### src/rtl/fclk_pkg.sv
package fclk_pkg;

   // High time of the divided clock, in half-bus-period units, for a given factor
   function automatic int unsigned high_halves(input int unsigned factor);
      if (factor <= 1) return 1;
      return (factor / 2) * 2;
   endfunction

   // Full period of the divided clock, in half-bus-period units
   function automatic int unsigned period_halves(input int unsigned factor);
      return 2 * factor;
   endfunction

endpackage

### src/rtl/fclk_cfg_reg.sv
module fclk_cfg_reg #(
   parameter int DIV_W = 2
) (
   input  logic             clk,
   input  logic             rst_n,
   input  logic             we,
   input  logic             dr_off_in,
   input  logic [DIV_W-1:0] div_in,
   output logic             dr_off_q,
   output logic [DIV_W-1:0] div_q
);

   always_ff @(posedge clk) begin
      if (!rst_n) begin
         dr_off_q <= 1'b0;
         div_q    <= '0;
      end else if (we) begin
         dr_off_q <= dr_off_in;
         div_q    <= div_in;
      end
   end

endmodule

### src/rtl/fclk_tick_gen.sv
module fclk_tick_gen #(
   parameter int DR_HALF = 1
) (
   input  logic clk,
   input  logic rst_n,
   output logic dr_tick,
   output logic half_tick
);

   localparam int HALF_BUS = 2 * DR_HALF;
   localparam int CW       = (HALF_BUS > 2) ? $clog2(HALF_BUS) : 1;

   generate
      if (DR_HALF == 1) begin : g_every
         logic ph;
         always_ff @(posedge clk) begin
            if (!rst_n) ph <= 1'b0;
            else        ph <= ~ph;
         end
         assign dr_tick   = 1'b1;
         assign half_tick = ph;
      end else begin : g_count
         logic [CW-1:0] cnt;
         always_ff @(posedge clk) begin
            if (!rst_n)                           cnt <= '0;
            else if (cnt == CW'(HALF_BUS - 1))    cnt <= '0;
            else                                  cnt <= cnt + CW'(1);
         end
         assign half_tick = (cnt == CW'(HALF_BUS - 1));
         assign dr_tick   = half_tick || (cnt == CW'(DR_HALF - 1));
      end
   endgenerate

endmodule

### src/rtl/fclk_dr_out.sv
module fclk_dr_out (
   input  logic clk,
   input  logic rst_n,
   input  logic tick,
   input  logic en,
   output logic clk_o
);

   // The enable is sampled only where a high phase would start, so a
   // running pulse always completes and a new one always starts whole.
   always_ff @(posedge clk) begin
      if (!rst_n)      clk_o <= 1'b0;
      else if (tick)   clk_o <= clk_o ? 1'b0 : en;
   end

endmodule

### src/rtl/fclk_div_out.sv
module fclk_div_out #(
   parameter int DIV_W = 2
) (
   input  logic             clk,
   input  logic             rst_n,
   input  logic             half_tick,
   input  logic [DIV_W-1:0] div_sel,
   output logic             clk_o
);

   localparam int PW = DIV_W + 2;

   logic [DIV_W-1:0] sel_act;
   logic [PW-1:0]    ph;
   logic [PW-1:0]    last_ph;
   logic [PW-1:0]    nxt_ph;
   logic [PW-1:0]    nxt_hi;
   logic [DIV_W-1:0] nxt_sel;
   logic             wrap;

   always_comb begin
      last_ph = PW'(fclk_pkg::period_halves(32'(sel_act) + 1) - 1);
      wrap    = (ph == last_ph);
      nxt_sel = wrap ? div_sel : sel_act;
      nxt_ph  = wrap ? '0 : ph + PW'(1);
      nxt_hi  = PW'(fclk_pkg::high_halves(32'(nxt_sel) + 1));
   end

   always_ff @(posedge clk) begin
      if (!rst_n) begin
         sel_act <= '0;
         ph      <= PW'(1);
         clk_o   <= 1'b0;
      end else if (half_tick) begin
         sel_act <= nxt_sel;
         ph      <= nxt_ph;
         clk_o   <= (nxt_ph < nxt_hi);
      end
   end

endmodule

### src/rtl/fclk_outputs.sv
module fclk_outputs #(
   parameter int DR_HALF = 1,
   parameter int DIV_W   = 2
) (
   input  logic             clk,
   input  logic             rst_n,
   input  logic             emu_mode,
   input  logic             cfg_we,
   input  logic             cfg_dr_off,
   input  logic [DIV_W-1:0] cfg_div,
   output logic             dr_clk_o,
   output logic             div_clk_o
);

   generate
      if (DR_HALF < 1) begin : g_bad_half
         $error("fclk_outputs: DR_HALF must be at least 1");
      end
      if (DIV_W < 1 || DIV_W > 6) begin : g_bad_div
         $error("fclk_outputs: DIV_W must lie in 1..6");
      end
   endgenerate

   logic             dr_off_q;
   logic [DIV_W-1:0] div_q;
   logic             dr_tick;
   logic             half_tick;
   logic             dr_en;
   logic [DIV_W-1:0] div_eff;

   fclk_cfg_reg #(.DIV_W(DIV_W)) u_cfg (
      .clk       (clk),
      .rst_n     (rst_n),
      .we        (cfg_we),
      .dr_off_in (cfg_dr_off),
      .div_in    (cfg_div),
      .dr_off_q  (dr_off_q),
      .div_q     (div_q)
   );

   fclk_tick_gen #(.DR_HALF(DR_HALF)) u_tick (
      .clk       (clk),
      .rst_n     (rst_n),
      .dr_tick   (dr_tick),
      .half_tick (half_tick)
   );

   // Emulation override: double-rate forced on, divider forced to bypass
   assign dr_en   = emu_mode | ~dr_off_q;
   assign div_eff = emu_mode ? '0 : div_q;

   fclk_dr_out u_dr (
      .clk   (clk),
      .rst_n (rst_n),
      .tick  (dr_tick),
      .en    (dr_en),
      .clk_o (dr_clk_o)
   );

   fclk_div_out #(.DIV_W(DIV_W)) u_div (
      .clk       (clk),
      .rst_n     (rst_n),
      .half_tick (half_tick),
      .div_sel   (div_eff),
      .clk_o     (div_clk_o)
   );

endmodule

### config.mk
export PLATFORM = sky130hd
export DESIGN_NAME = fclk_outputs
export DESIGN_NICKNAME = d
export VERILOG_FILES = /design/src/rtl/fclk_pkg.sv /design/src/rtl/fclk_cfg_reg.sv /design/src/rtl/fclk_tick_gen.sv /design/src/rtl/fclk_dr_out.sv /design/src/rtl/fclk_div_out.sv /design/src/rtl/fclk_outputs.sv
export SDC_FILE = /design/constraint.sdc
export NUM_CORES = 1
export LEC_CHECK = 0
export BUFFER_PORTS_ARGS = -buffer_cell sky130_fd_sc_hd__buf_2
export CAP_MARGIN = 20
export CORE_UTILIZATION = 51
export DETAILED_ROUTE_END_ITERATION = 6
export GPL_ROUTABILITY_DRIVEN = 0
export MAX_ROUTING_LAYER = met4
export PLACE_DENSITY_LB_ADDON = 0.3
export SLEW_MARGIN = 20
export SYNTH_ARGS = -nofsm -noshare
export SYNTH_HDL_FRONTEND = slang
export SYNTH_SLANG_ARGS = --single-unit
### constraint.sdc
create_clock -name clk -period 7.93 [get_ports clk]
set_clock_uncertainty 0.05 [all_clocks]
set_input_delay 0.793 -clock clk [delete_from_list [all_inputs] [get_ports clk]]
set_output_delay 0.793 -clock clk [all_outputs]
set_load 0.03 [all_outputs]
==> results_dict.tcl <==
set metrics [dict create \
    clk_pin_slew_ns 0.08 \
    period_needed_ns 2.79 \
    irDropWorstVdd_uv 117 \
    num_vias 566 \
    grt.total_usage_pct 20.2 \
    synthCells 79 \
    crit_required_ns 8.06 \
    crit_fanout 7 \
    place_area_um2 805 \
    ys_ff_latch 12 \
    areaGrowthSynthToFinish_pct 10.9 \
    hold_buffers 0 \
    synth-edff-count 0 \
    cts_setup_buffers 0 \
    fin_crit_sh_pct 35.2 \
    hpwl_um 955 \
    cp_slowest_stage_delay_ns 0.49 \
    layout-drive-gt1-share_pct 18.2 \
    fmax_mhz 358 \
    core.rowCount 13 \
    synth_xor_area_share_pct 10.7 \
    worst_setup_path_start_kind "register" \
    cts_resized 0 \
    worst-setup-path-type "reg2reg" \
    holdCritPathClass "reg2reg" \
    drc_errors 0 \
    grt_setup_unrepaired "false" \
    maxSlewViolCount 0 \
    drt_wl_total_um 1220 \
    die_h_um 40.6 \
    p_per_area_nw_per_um2 176 \
    whs_ns 0.382 \
    io_pins 9 \
    cts_sinks 12 \
    die_area_um2 1650 \
    cts.htree.levels 1 \
    synth_compound_area_share_pct 8.09 \
    postRouteAntennaNets 0 \
    cp-end-kind "register" \
    dominantRegCellSynth "dfxtp_1" \
    async_flop_share_pct 0 \
    wl_per_cell_um 11.8 \
    hold_viol 0 \
    avgSynthCellArea_um2 9.60 \
    nets 103 \
    worst_slew_pin_slew_ns 0.347 \
    antenna_found_initial 0 \
    synth_adder_area_share_pct 11.6 \
    yosys.area_share.simple_pct 23.9 \
    cts_root_buf "clkbuf_4" \
    critPathSlowestCell "dfxtp_1" \
    yosysMostFrequentCell "dfxtp_1" \
    synth_cell_types 32 \
    grt_pass1_wl_um 2060 \
    drtIter0Drc 6 \
    setup_violations 0 \
    drt_first_pass_iters 4 \
    portBuffers 8 \
    diodes 0 \
    synth_nets 93 \
    clock_path_buffers 2 \
    cp_common_cell "ha_1" \
    core_region_area_um2 1350 \
    synth_top_cell_by_area "dfxtp_1" \
    drt-vias-per-instance 5.50 \
    yosysTopAreaCellShare_pct 31.7 \
    muxShareOfSynthArea_pct 9.41 \
    clock_latency_ns 0.28 \
    synthTopCellsByArea "dfxtp_1 (32%), ha_1 (12%), mux2i_1 (7.9%), nor2b_1 (6.6%), xnor2_1 (3.5%)" \
    stdcell_area_um2 841 \
    crit_chain "ha_1, xnor3_2, nand4_2, mux2i_1, ha_1, inv_1, ha_1, a21boi_0, o21ai_0, and4b_1, a22o_1" \
    tritoncts "built" \
    max_cap_viol_count 0 \
    grt.overflow.total 0 \
    tns_ns 0 \
    critical_path_arrival_ns 2.92 \
    synth_commonest_cells "dfxtp_1 (12), nor2b_1 (8), ha_1 (7)" \
    die_width_um 40.6 \
    grt_max_degree 16 \
    leakage_nw 0.394 \
    status "finished clean" \
    grt_pass1_vias 503 \
    relSlewSlack_pct 76.8 \
    synth_top_family_by_area "simple AND/OR/NAND/NOR gates" \
    ys_seq_area_share_pct 31.7 \
    numCtsBuffers 3 \
    initial_core_util_pct 56.2 \
    syn_area_um2 758 \
    synth_warnings 0 \
]
==> area by class of cell <==
cell class                 count  area (um2)
fill                         123         509
multi-input combinational     58         483
sequential                    12         240
timing repair buffer           8        40.0
clock buffer                   4        36.3
inverter                       6        22.5
tap                           15        18.8
==> through the flow <==
stage	power, mW	cells	setup WS, ns	util (%)
floorplan	0.0925	79	5.45	-
global placement	0.0993	99	5.20	59.6
detailed placement	0.100	99	5.11	59.6
CTS	0.149	103	5.11	62.3
global route	0.156	103	4.96	62.3
finish	0.148	103	5.14	62.3
==> cells in the final DEF, fill, tap and decap left out, types with 2 or more instances in the layout <==
cell and instances:
xnor2_1 3, ha_1 7, nand2_1 6, buf_2 8, and3_1 2, a21oi_1 2
nand3_1 3, dfxtp_1 12, nand4_1 2, mux2i_1 6, nor2b_1 8, clkbuf_4 3
inv_1 6
==> routing by layer <==
layer / track usage, % / vias up / wire (um)
li1: - / 298 / -
met1: 21.8 / 257 / 560
met2: 32.9 / 9 / 586
met3: 8.33 / 2 / 51
met4: 7.50 / 0 / 17
met5: - / - / 0
==> power by group <==
part | total (mW) | internal, mW | switching [mW]
clock network | 0.0495 | 0.0279 | 0.0215
registers | 0.0681 | 0.0640 | 0.00411
logic | 0.0303 | 0.0147 | 0.0156
==> worst max-delay path, delay by kind of cell, from the launching register on <==
| family | cells | cell delay [ns] |
|---|---|---|
| adder cells (fa/ha/maj) | 3 | 0.86 |
| flip-flops | 1 | 0.49 |
| AO/OA/AOI/OAI | 3 | 0.42 |
| AND/OR/NAND/NOR | 2 | 0.41 |
| XOR/XNOR | 1 | 0.24 |
| multiplexers | 1 | 0.20 |
| buffers and inverters | 1 | 0.04 |
==> state kept, by name, indices dropped and copies added (netlist names) <==
register	count
u_div.clk_o	1
u_cfg.dr_off_q	1
u_dr.clk_o	1
u_div.sel_act	2
u_div.ph	4
u_tick.half_tick	1
u_cfg.div_q	2
==> final timing paths <==
check	endpoint	depth (start not counted)	slack, ns	from
worst max register to register	u_div.clk_o$_SDFFE_PN0P_	11	5.14	u_div.sel_act[0]$_SDFFE_PN0P_
worst min-delay path	u_dr.clk_o$_SDFF_PP0_	1	0.38	u_dr.clk_o$_SDFF_PP0_
worst min register to register	u_dr.clk_o$_SDFF_PP0_	1	0.38	u_dr.clk_o$_SDFF_PP0_
worst max-delay path	u_div.clk_o$_SDFFE_PN0P_	11	5.14	u_div.sel_act[0]$_SDFFE_PN0P_
==> cells by family (layout without fill, tap and decap cells) <==
kind of cell,count (synthesis),after routing
xor gates and xnor gates,6,6
DFF,12,12
buffers and inverters,9,18
and+or+nand+nor,29,29
adders and majority gates,7,7
muxes,7,7
AOI/OAI and AO/OA,9,9
Power figures use the tool's default switching activity.
